File: src/rtl/adc_scan_pkg.sv
package adc_scan_pkg;
  localparam int NCH      = 8;
  localparam int CH_W     = $clog2(NCH);
  localparam int RES_W    = 10;
  localparam int DIV_W    = 8;
  localparam int TRIG_W   = 3;
  localparam int ADDR_W   = 4;
  localparam int DATA_W   = 32;

  // word map
  localparam int A_CTRL   = 0;
  localparam int A_GLOB   = 1;
  localparam int A_CHBASE = 8;

  // field positions
  localparam int MASK_LSB  = 0;
  localparam int DIV_LSB   = 8;
  localparam int BURST_BIT = 16;
  localparam int TRIG_LSB  = 24;
  localparam int CHAN_LSB  = 16;
  localparam int OVR_BIT   = 30;
  localparam int DONE_BIT  = 31;

  localparam logic [TRIG_W-1:0] TRIG_NOW = 3'b001;

  typedef struct packed {
    logic [TRIG_W-1:0] trig;
    logic              burst;
    logic [DIV_W-1:0]  div;
    logic [NCH-1:0]    mask;
  } ctrl_t;
endpackage

File: src/rtl/adc_clk_div.sv
module adc_clk_div #(
  parameter int DIV_W = adc_scan_pkg::DIV_W
) (
  input  logic             clk,
  input  logic             rst_n,
  input  logic [DIV_W-1:0] div,
  output logic             tick
);
  logic [DIV_W-1:0] cnt_q, cnt_d;

  always_comb begin
    tick  = (cnt_q >= div);
    cnt_d = tick ? '0 : cnt_q + 1'b1;
  end

  always_ff @(posedge clk or negedge rst_n) begin
    if (!rst_n) cnt_q <= '0;
    else        cnt_q <= cnt_d;
  end
endmodule

File: src/rtl/adc_conv_seq.sv
module adc_conv_seq #(
  parameter int NCH   = adc_scan_pkg::NCH,
  parameter int RES_W = adc_scan_pkg::RES_W,
  localparam int CH_W  = $clog2(NCH),
  localparam int CNT_W = $clog2(RES_W + 1)
) (
  input  logic             clk,
  input  logic             rst_n,
  input  logic             tick,
  input  logic             go,
  input  logic             scan_run,
  input  logic [NCH-1:0]   mask,
  output logic             busy,
  output logic [CH_W-1:0]  chan,
  output logic [CNT_W-1:0] cnt,
  output logic [RES_W-1:0] strobe,
  output logic             cap
);
  localparam logic [CNT_W-1:0] LAST = CNT_W'(RES_W);

  logic             busy_q, busy_d;
  logic [CH_W-1:0]  chan_q, chan_d;
  logic [CNT_W-1:0] cnt_q, cnt_d;
  logic [NCH-1:0]   eff_mask;
  logic [CH_W-1:0]  lowest, above;
  logic             above_ok;

  // effective mask and channel search (lowest set bit, next set bit above current)
  always_comb begin
    eff_mask = (mask == '0) ? NCH'(1) : mask;
    lowest   = '0;
    above    = '0;
    above_ok = 1'b0;
    for (int i = NCH - 1; i >= 0; i--) begin
      if (eff_mask[i]) begin
        lowest = CH_W'(i);
        if (i > int'(chan_q)) begin
          above    = CH_W'(i);
          above_ok = 1'b1;
        end
      end
    end
  end

  always_comb begin
    busy_d = busy_q;
    chan_d = chan_q;
    cnt_d  = cnt_q;
    cap    = 1'b0;
    if (!busy_q) begin
      if (go || scan_run) begin
        busy_d = 1'b1;
        cnt_d  = '0;
        chan_d = lowest;
      end
    end else if (tick) begin
      if (cnt_q == LAST) begin
        cap   = 1'b1;
        cnt_d = '0;
        if (scan_run) chan_d = above_ok ? above : lowest;
        else          busy_d = 1'b0;
      end else begin
        cnt_d = cnt_q + 1'b1;
      end
    end
  end

  always_ff @(posedge clk or negedge rst_n) begin
    if (!rst_n) begin
      busy_q <= 1'b0;
      chan_q <= '0;
      cnt_q  <= '0;
    end else begin
      busy_q <= busy_d;
      chan_q <= chan_d;
      cnt_q  <= cnt_d;
    end
  end

  for (genvar b = 0; b < RES_W; b++) begin : g_strobe
    assign strobe[b] = busy_q && (cnt_q == CNT_W'(RES_W - b));
  end

  assign busy = busy_q;
  assign chan = chan_q;
  assign cnt  = cnt_q;
endmodule

File: src/rtl/adc_result_bank.sv
module adc_result_bank #(
  parameter int NCH    = adc_scan_pkg::NCH,
  parameter int RES_W  = adc_scan_pkg::RES_W,
  parameter int ADDR_W = adc_scan_pkg::ADDR_W,
  localparam int CH_W  = $clog2(NCH),
  localparam int DW    = adc_scan_pkg::DATA_W
) (
  input  logic                     clk,
  input  logic                     rst_n,
  input  logic                     cap,
  input  logic [CH_W-1:0]          cap_chan,
  input  logic [RES_W-1:0]         sample,
  input  logic                     rd_en,
  input  logic [ADDR_W-1:0]        addr,
  output logic [NCH-1:0][DW-1:0]   ch_word,
  output logic [DW-1:0]            glob_word,
  output logic                     glob_done
);
  import adc_scan_pkg::*;

  // per-channel result storage
  for (genvar c = 0; c < NCH; c++) begin : g_ch
    logic [RES_W-1:0] res_q, res_d;
    logic             done_q, done_d, ovr_q, ovr_d;
    logic             rd_hit, cap_hit;

    assign rd_hit  = rd_en && (addr == ADDR_W'(A_CHBASE + c));
    assign cap_hit = cap && (cap_chan == CH_W'(c));

    always_comb begin
      res_d  = res_q;
      done_d = done_q;
      ovr_d  = ovr_q;
      if (rd_hit) begin
        done_d = 1'b0;
        ovr_d  = 1'b0;
      end
      if (cap_hit) begin
        res_d  = sample;
        done_d = 1'b1;
        ovr_d  = ovr_d | done_q;
      end
    end

    always_ff @(posedge clk or negedge rst_n) begin
      if (!rst_n) begin
        res_q  <= '0;
        done_q <= 1'b0;
        ovr_q  <= 1'b0;
      end else begin
        res_q  <= res_d;
        done_q <= done_d;
        ovr_q  <= ovr_d;
      end
    end

    always_comb begin
      ch_word[c]           = '0;
      ch_word[c][RES_W-1:0] = res_q;
      ch_word[c][OVR_BIT]  = ovr_q;
      ch_word[c][DONE_BIT] = done_q;
    end
  end

  // global result word
  logic [RES_W-1:0] g_res_q, g_res_d;
  logic [CH_W-1:0]  g_chan_q, g_chan_d;
  logic             g_done_q, g_done_d;

  always_comb begin
    g_res_d  = g_res_q;
    g_chan_d = g_chan_q;
    g_done_d = g_done_q;
    if (rd_en && (addr == ADDR_W'(A_GLOB))) g_done_d = 1'b0;
    if (cap) begin
      g_res_d  = sample;
      g_chan_d = cap_chan;
      g_done_d = 1'b1;
    end
  end

  always_ff @(posedge clk or negedge rst_n) begin
    if (!rst_n) begin
      g_res_q  <= '0;
      g_chan_q <= '0;
      g_done_q <= 1'b0;
    end else begin
      g_res_q  <= g_res_d;
      g_chan_q <= g_chan_d;
      g_done_q <= g_done_d;
    end
  end

  always_comb begin
    glob_word                          = '0;
    glob_word[RES_W-1:0]               = g_res_q;
    glob_word[CHAN_LSB +: CH_W]        = g_chan_q;
    glob_word[DONE_BIT]                = g_done_q;
  end

  assign glob_done = g_done_q;
endmodule

File: src/rtl/adc_scan_ctrl.sv
module adc_scan_ctrl
  import adc_scan_pkg::*;
(
  input  logic              clk,
  input  logic              rst_n,
  input  logic              bus_wr,
  input  logic              bus_rd,
  input  logic [ADDR_W-1:0] bus_addr,
  input  logic [DATA_W-1:0] bus_wdata,
  output logic [DATA_W-1:0] bus_rdata,
  input  logic [RES_W-1:0]  test_sample,
  output logic              adc_clk_en,
  output logic              conv_busy,
  output logic [CH_W-1:0]   conv_chan,
  output logic [RES_W-1:0]  bit_strobe
);
  localparam int CNT_W = $clog2(RES_W + 1);

  ctrl_t ctrl_q, ctrl_d;
  logic  go_q, go_d;
  logic  ctrl_wr;

  // control word and single-shot request
  always_comb begin
    ctrl_wr = bus_wr && (bus_addr == ADDR_W'(A_CTRL));
    ctrl_d  = ctrl_q;
    go_d    = 1'b0;
    if (ctrl_wr) begin
      ctrl_d.mask  = bus_wdata[MASK_LSB +: NCH];
      ctrl_d.div   = bus_wdata[DIV_LSB +: DIV_W];
      ctrl_d.burst = bus_wdata[BURST_BIT];
      ctrl_d.trig  = bus_wdata[TRIG_LSB +: TRIG_W];
      go_d = !bus_wdata[BURST_BIT] && (bus_wdata[TRIG_LSB +: TRIG_W] == TRIG_NOW);
    end
  end

  always_ff @(posedge clk or negedge rst_n) begin
    if (!rst_n) begin
      ctrl_q <= '{trig: '0, burst: 1'b0, div: '0, mask: NCH'(1)};
      go_q   <= 1'b0;
    end else begin
      ctrl_q <= ctrl_d;
      go_q   <= go_d;
    end
  end

  logic [NCH-1:0]    ctrl_mask;
  logic [DIV_W-1:0]  ctrl_div;
  logic              ctrl_burst;
  logic [TRIG_W-1:0] ctrl_trig;
  logic              scan_run;

  assign ctrl_mask  = ctrl_q.mask;
  assign ctrl_div   = ctrl_q.div;
  assign ctrl_burst = ctrl_q.burst;
  assign ctrl_trig  = ctrl_q.trig;
  assign scan_run   = ctrl_burst && (ctrl_trig == '0);

  logic             tick;
  logic [CNT_W-1:0] seq_cnt;
  logic             cap;

  adc_clk_div #(.DIV_W(DIV_W)) i_div (
    .clk  (clk),
    .rst_n(rst_n),
    .div  (ctrl_div),
    .tick (tick)
  );

  adc_conv_seq #(.NCH(NCH), .RES_W(RES_W)) i_seq (
    .clk     (clk),
    .rst_n   (rst_n),
    .tick    (tick),
    .go      (go_q),
    .scan_run(scan_run),
    .mask    (ctrl_mask),
    .busy    (conv_busy),
    .chan    (conv_chan),
    .cnt     (seq_cnt),
    .strobe  (bit_strobe),
    .cap     (cap)
  );

  logic [NCH-1:0][DATA_W-1:0] ch_word;
  logic [DATA_W-1:0]          glob_word;
  logic                       glob_done;

  adc_result_bank #(.NCH(NCH), .RES_W(RES_W), .ADDR_W(ADDR_W)) i_bank (
    .clk      (clk),
    .rst_n    (rst_n),
    .cap      (cap),
    .cap_chan (conv_chan),
    .sample   (test_sample),
    .rd_en    (bus_rd),
    .addr     (bus_addr),
    .ch_word  (ch_word),
    .glob_word(glob_word),
    .glob_done(glob_done)
  );

  // read mux
  always_comb begin
    bus_rdata = '0;
    if (bus_addr == ADDR_W'(A_CTRL)) begin
      bus_rdata[MASK_LSB +: NCH]     = ctrl_mask;
      bus_rdata[DIV_LSB +: DIV_W]    = ctrl_div;
      bus_rdata[BURST_BIT]           = ctrl_burst;
      bus_rdata[TRIG_LSB +: TRIG_W]  = ctrl_trig;
    end else if (bus_addr == ADDR_W'(A_GLOB)) begin
      bus_rdata = glob_word;
    end else if (bus_addr >= ADDR_W'(A_CHBASE)) begin
      bus_rdata = ch_word[CH_W'(bus_addr - ADDR_W'(A_CHBASE))];
    end
  end

  assign adc_clk_en = tick;
endmodule

File: config.mk
export PLATFORM = sky130hd
export DESIGN_NAME = adc_scan_ctrl
export DESIGN_NICKNAME = d
export VERILOG_FILES = /design/src/rtl/adc_scan_pkg.sv /design/src/rtl/adc_clk_div.sv /design/src/rtl/adc_conv_seq.sv /design/src/rtl/adc_result_bank.sv /design/src/rtl/adc_scan_ctrl.sv
export SDC_FILE = /design/constraint.sdc
export NUM_CORES = 1
export LEC_CHECK = 0
export BUFFER_PORTS_ARGS = -buffer_cell sky130_fd_sc_hd__buf_4
export CAP_MARGIN = 15
export CORE_UTILIZATION = 25
export CTS_BUF_LIST = sky130_fd_sc_hd__clkbuf_4 sky130_fd_sc_hd__clkbuf_8
export CTS_CLUSTER_DIAMETER = 60
export DETAILED_ROUTE_END_ITERATION = 7
export HOLD_SLACK_MARGIN = 0.05
export RECOVER_POWER = 100
export SLEW_MARGIN = 40
export SYNTH_ARGS = -nofsm -noshare
export SYNTH_HDL_FRONTEND = slang
export SYNTH_SLANG_ARGS = --single-unit
export TNS_END_PERCENT = 10
File: constraint.sdc
create_clock -name clk -period 3.06 [get_ports clk]
set_clock_uncertainty 0.15 [all_clocks]
set_input_delay 0.153 -clock clk [delete_from_list [all_inputs] [get_ports clk]]
set_output_delay 0.153 -clock clk [all_outputs]
set_load 0.1 [all_outputs]
**Word level (Yosys, flattened, before mapping)**

Index checks and enable logic that the tools add are counted.
Widths: inputs -> output; s select.

- $add $sub $neg: 3
- Order comparisons: 10
- Eq/ne operators: 30
- Mux-type cells: 99
- Bitwise gates (word level): 8
- Reductions and logical operators: 48

Operator list:

| operator | number |
|---|---|
| $bmux 32 s3 | 1 |
| $mux 32 | 3 |
| $mux 3 | 29 |
| $mux 1 | 57 |
| $eq 4x4->1 const B | 11 |
| $logic_and 1x1->1 | 30 |
| $reduce_bool 2->1 | 10 |
| $mux 17 | 1 |
| $eq 4x3->1 const B | 4 |
| $mux 4 | 4 |
| $mux 8 | 2 |
| $eq 3x3->1 const B | 4 |
| $gt 3x3->1 const A | 4 |
| $add 8x1->8 const B | 1 |
| $eq 4x1->1 const B | 2 |
| $eq 4x2->1 const B | 2 |
| $ge 8x8->1 | 1 |
| $logic_not 8->1 | 1 |
| $or 1x1->1 | 8 |
| $mux 7 | 1 |
| $eq 3x1->1 const B | 2 |
| $eq 3x2->1 const B | 2 |
| $gt 2x3->1 const A | 2 |
| $logic_not 3->1 | 2 |
| other kinds (13) | 14 |

- Register bits after elaboration: 147
- Output and inout port bits: 47

**Logic depth before layout (Yosys ltp)**

- Depth in word-level cells: 20
- Depth in mapped cells: 11
- Mapped depth without buffers: 9

**Modules after synthesis**

From an unflattened synthesis, not the netlist that was laid out.

- Cell total of the unflattened synthesis: 975
- Area, all modules: 10428.8 sq um

Modules (own cells, without submodules):

| module | times used | cells an instance | area each (sq um) | sequential area each (sq um) |
|---|---|---|---|---|
| adc_result_bank | 1 | 458 | 5626.6 | 2752.6 |
| adc_scan_ctrl | 1 | 364 | 3484.6 | 526.8 |
| adc_conv_seq | 1 | 99 | 762.0 | 200.2 |
| adc_clk_div | 1 | 54 | 555.5 | 200.2 |

**Worst setup path before layout**

No wires, ideal clock.

- Kind: reg-to-output
- Start: register i_seq.busy_q, in the netlist i_seq.busy
- End: output port bit_strobe[2]
- Data arrival time: 3484 ps
- Required time: 2757 ps
- Path slack: -727 ps
- Stages on the path, launching flop included: 4
- Path buffers: 1
- Path through: dfrtp_1 -> clkbuf_1 -> nand2_1 -> nor3_1

- Cells in the longest elaborated chain, start to end: 1

RTL lines:

| what | RTL line | text |
|---|---|---|
| start: declaration | adc_conv_seq.sv:21 | `logic busy_q, busy_d;` |
| start signal: assignment | adc_conv_seq.sv:74 | `busy_q <= busy_d;` |
| $logic_and 1x1->1 | adc_conv_seq.sv:81 | `assign strobe[b] = busy_q && (cnt_q == CNT_W'(RES_W - b));` |
| end: declaration | adc_scan_ctrl.sv:15 | `output logic [RES_W-1:0] bit_strobe` |

Every way passes these cells.

**Worst setup path in the final report**

- Start: register ctrl_q (netlist bit ctrl_div[0])
- End: register i_bank.g_ch[1].res_q[1]

- Cells in the longest elaborated chain, start to end: 4

RTL lines:

| what | RTL line | text |
|---|---|---|
| start: declaration | adc_scan_ctrl.sv:19 | `ctrl_t ctrl_q, ctrl_d;` |
| start signal: assignment | adc_scan_ctrl.sv:39 | `ctrl_q <= '{trig: '0, burst: 1'b0, div: '0, mask: NCH'(1)};` |
| start signal: assignment | adc_scan_ctrl.sv:42 | `ctrl_q <= ctrl_d;` |
| $ge 8x8->1 | adc_clk_div.sv:12 | `tick = (cnt_q >= div);` |
| $mux 1 | adc_conv_seq.sv:56 | `end else if (tick) begin` |
| $mux 1 | adc_conv_seq.sv:50 | `if (!busy_q) begin` |
| $logic_and 1x1->1 | adc_result_bank.sv:28 | `assign cap_hit = cap && (cap_chan == CH_W'(c));` |
| end signal: assignment | adc_result_bank.sv:51 | `res_q <= res_d;` |
| end: declaration | adc_result_bank.sv:23 | `logic [RES_W-1:0] res_q, res_d;` |

Every way passes these cells.
A chain may end at the register's enable or synchronous reset.

==> flow_metrics.env <==
export IMPL_outcome="finished, violations left"
export IMPL_violations="capacitance limit, slew limit"
export IMPL_grt_pass1_vias=5259
export IMPL_setup_violations_final=0
export IMPL_hold_violations=0
export IMPL_fmax_mhz=360
export IMPL_layout_area_overhead_vs_synth_pct=23.2
export IMPL_ff2ff_setup_slack_ns=0.29
export IMPL_power_switching_share=0.383
export IMPL_critical_path_endpoint_type="flop"
export IMPL_mostFrequentLayoutCells="dfrtp_1 (146), mux2_2 (119), buf_4 (59), nand2_1 (40), dlygate4sd3_1 (33)"
export IMPL_path_buf_inv=2
export IMPL_synthCells=585
export IMPL_arrival_ns=2.97
export IMPL_core_sq_um=28900
export IMPL_clk_pin_slew_worst_paths_ns=0.09
export IMPL_holdPathStages=5
export IMPL_grt_pass1_wl_mm=29.8
export IMPL_crit_type="reg2reg"
export IMPL_grt_max_degree=93
export IMPL_synth_distinct_cells=58
export IMPL_maxCapViolCount=1
export IMPL_crit_path_max_fanout=11
export IMPL_fin_crit_ns=2.77
export IMPL_drt_vias_per_instance=4.59
export IMPL_start_util=0.256
export IMPL_hp_class="in2reg"
export IMPL_avgSynthCellArea_sq_um=12.6
export IMPL_layoutNonFillerInstCount=1106
export IMPL_worst_path_stages=9
export IMPL_grt_usage=0.128
export IMPL_seq_power_share=0.401
export IMPL_avgRoutedWirePerCell_um=16.7
export IMPL_root_buffer="clkbuf_8"
export IMPL_met1_length_mm=8.13
export IMPL_ios=97
export IMPL_cpLargestDelayFamily="simple AND/OR/NAND/NOR gates"
export IMPL_drtPass1Iterations=6
export IMPL_slowest_delay_ns=0.65
export IMPL_peakVddDrop_mv=0.293
export IMPL_pwr_share_comb=0.323
export IMPL_synth_area_sq_um=7380
export IMPL_r2r_cells=9
export IMPL_ys_ff_latch=147
export IMPL_p_int_mw=3.54
export IMPL_htree_levels=4
export IMPL_dr_max_layer_used="met4"
export IMPL_power_density_nw_per_um2=630
export IMPL_min_period_over_period=0.907
export IMPL_required_ns=3.25
export IMPL_pwr_share_clk=0.276
export IMPL_setup_tns_ns=0
export IMPL_die_x_um=174
export IMPL_wl_mm=18.5
export IMPL_slowest_stage="nor4_4"
export IMPL_numCtsBuffers=17
export IMPL_fillCellCount=2957
export IMPL_wl_met3_um=536
export IMPL_drt_iter0_drc=230
export IMPL_place_inst=1041
export IMPL_start_kind="flop"
export IMPL_portBuffers=76
export IMPL_drcViolationCount=0
export IMPL_synth_flop_cell="dfrtp_1"
export IMPL_switchingPower_mw=2.20
export IMPL_synth_edff_count=0
export IMPL_synth_async_sr_flop_share=1.00
export IMPL_cts_resized=0
export IMPL_worst_pin_slew_ns=1.52
export IMPL_die_area_sq_um=30200
export IMPL_num_vias=5072
export IMPL_rsz0062_at_grt="false"
export IMPL_dieHeight_um=174
export IMPL_cts_sinks=147
export IMPL_gp_congestion=0.773
export IMPL_antenna_found_initial=0
export IMPL_layout_commonest_cell="dfrtp_1"
export IMPL_yosysWarnings=0
export IMPL_insertion_delay_ns=0.46
export IMPL_drive_gt1_frac=0.374
export IMPL_num_antenna_cells=0
export IMPL_p_leak_nw=4.16
export IMPL_drv_slew=56
export IMPL_dp_hpwl_mm=12.7
export IMPL_yosysSeqAreaShare=0.498
export IMPL_ant_nets=0
export IMPL_cts_tree="built"
export IMPL_wl_met2_mm=9.46
export IMPL_row_count=62
export IMPL_crit_chain="ha_1, nand2b_1, a211oi_1, o21bai_1, a21oi_1, buf_12, nor4_4, buf_4, mux2_2"
export IMPL_final_nets=768
export IMPL_slew_headroom=-0.0104
export IMPL_cts_buffer_depth=2
export IMPL_overflow=0
[flip-flops by register name (all words and copies together), names as in the netlist]
signal,count
i_seq.busy,1
i_seq.cnt,4
i_bank.g_ch.ovr_q,8
ctrl_trig,3
i_bank.glob_done,1
i_bank.g_ch.done_q,8
ctrl_mask,8
go_q,1
i_bank.g_res_q,10
ctrl_burst,1
i_bank.g_chan_q,3
i_div.cnt_q,8
i_seq.chan,3
ctrl_div,8
i_bank.g_ch.res_q,80
[Yosys cell counts (2+ instances only)]
master,instances,area [sq um]
nand2_1,40,150
nand3_1,12,60.1
buf_2,13,65.1
buf_4,11,82.6
and3b_1,2,17.5
a21o_1,5,37.5
a32o_1,2,20.0
a21oi_1,14,70.1
nand2b_1,7,43.8
nor2b_1,5,31.3
nor4_2,2,25.0
a211oi_1,2,15.0
o31ai_1,2,15.0
nor2_1,27,101
nor4_1,4,25.0
mux2_4,8,120
and3_1,5,31.3
nand4_1,2,12.5
mux2_2,119,1340
nor3_1,10,50.1
mux4_2,24,541
inv_1,19,71.3
o21ai_0,21,105
a22o_1,4,35.0
dfrtp_1,146,3650
o2111ai_1,2,17.5
clkbuf_1,17,63.8
mux2i_1,12,120
and2_1,5,31.3
xor2_1,5,43.8
ha_1,9,113
o21bai_1,2,15.0
or3_1,2,12.5
[power by group through the flow]
stage	Clock [mW]	Sequential, mW	Combinational, mW
CTS	1.63	2.30	1.95
global route	1.70	2.33	2.02
floorplan	0	2.42	1.21
finish	1.58	2.30	1.85
global placement	0	2.33	1.88
detailed placement	0	2.34	1.91
[what timing repair did]
action	in CTS	in global routing
endpoints found under the setup margin	0	0
endpoints found under the hold margin	175	0
hold buffers	33	0
setup buffers	0	0
[logic make-up (layout without fill, tap and decap cells)]
kind of cell | Yosys count | in the layout | share of synthesized area
xor+xnor | 6 | 6 | 0.00712
buf+inv | 63 | 193 | 0.0408
mux | 163 | 163 | 0.287
fa+ha+maj | 9 | 9 | 0.0153
flops | 147 | 147 | 0.498
simple gates | 131 | 131 | 0.0929
other cells | 1 | 8 | 0.000508
compound gates | 65 | 65 | 0.0576
[worst reg2reg max path: stages (launching register included)]
cell and delay [ns]:
dfrtp_1 0.39, ha_1 0.27, nand2b_1 0.09, a211oi_1 0.06, o21bai_1 0.14, a21oi_1 0.12
buf_12 0.16, nor4_4 0.65, buf_4 0.29, mux2_2 0.34
[final timing paths]
| kind | to | start |
|---|---|---|
| max | i_bank.g_ch[1].res_q[1] | ctrl_div[0] |
| min | i_bank.g_ch[1].done_q | bus_addr[3] |
| max reg2reg | i_bank.g_ch[1].res_q[1] | ctrl_div[0] |
| min reg2reg | i_bank.g_ch[6].ovr_q | i_bank.g_ch[6].ovr_q |
| max in group asynchronous | i_bank.g_res_q[4] | rst_n |
| min in group asynchronous | i_div.cnt_q[4] | rst_n |
[cell type report]
| class | count | area, sq um | area share |
|---|---|---|---|
| clock buffers | 20 | 269 | 0.0296 |
| inverters | 20 | 75.1 | 0.00825 |
| repair buffers | 141 | 1030 | 0.113 |
| multi-input cells | 382 | 3410 | 0.375 |
| flip-flops and latches | 147 | 3680 | 0.405 |
| well taps | 384 | 480 | 0.0528 |
| clock inverters | 12 | 145 | 0.0160 |
[per-stage QoR]
stage	setup slack, ns	total power [mW]	util	instance area, sq um	hold slack (ns)
finish	0.286	5.73	0.315	9100	0.112
global route	0.123	6.05	0.315	9100	0.147
CTS	0.234	5.88	0.322	9290	0.0887
detailed placement	0.242	4.25	0.296	8550	0.0172
global placement	-0.0622	4.20	0.296	8530	0.0132
floorplan	-0.505	3.63	-	7420	-0.293
[metal layers]
metal | global-route usage | vias up
li1 | - | 2343
met1 | 0.159 | 2615
met2 | 0.224 | 93
met3 | 0.0217 | 21
met4 | 0.0468 | 0
met5 | 0 | -
Note: power is estimated with default switching activity, not from simulation.
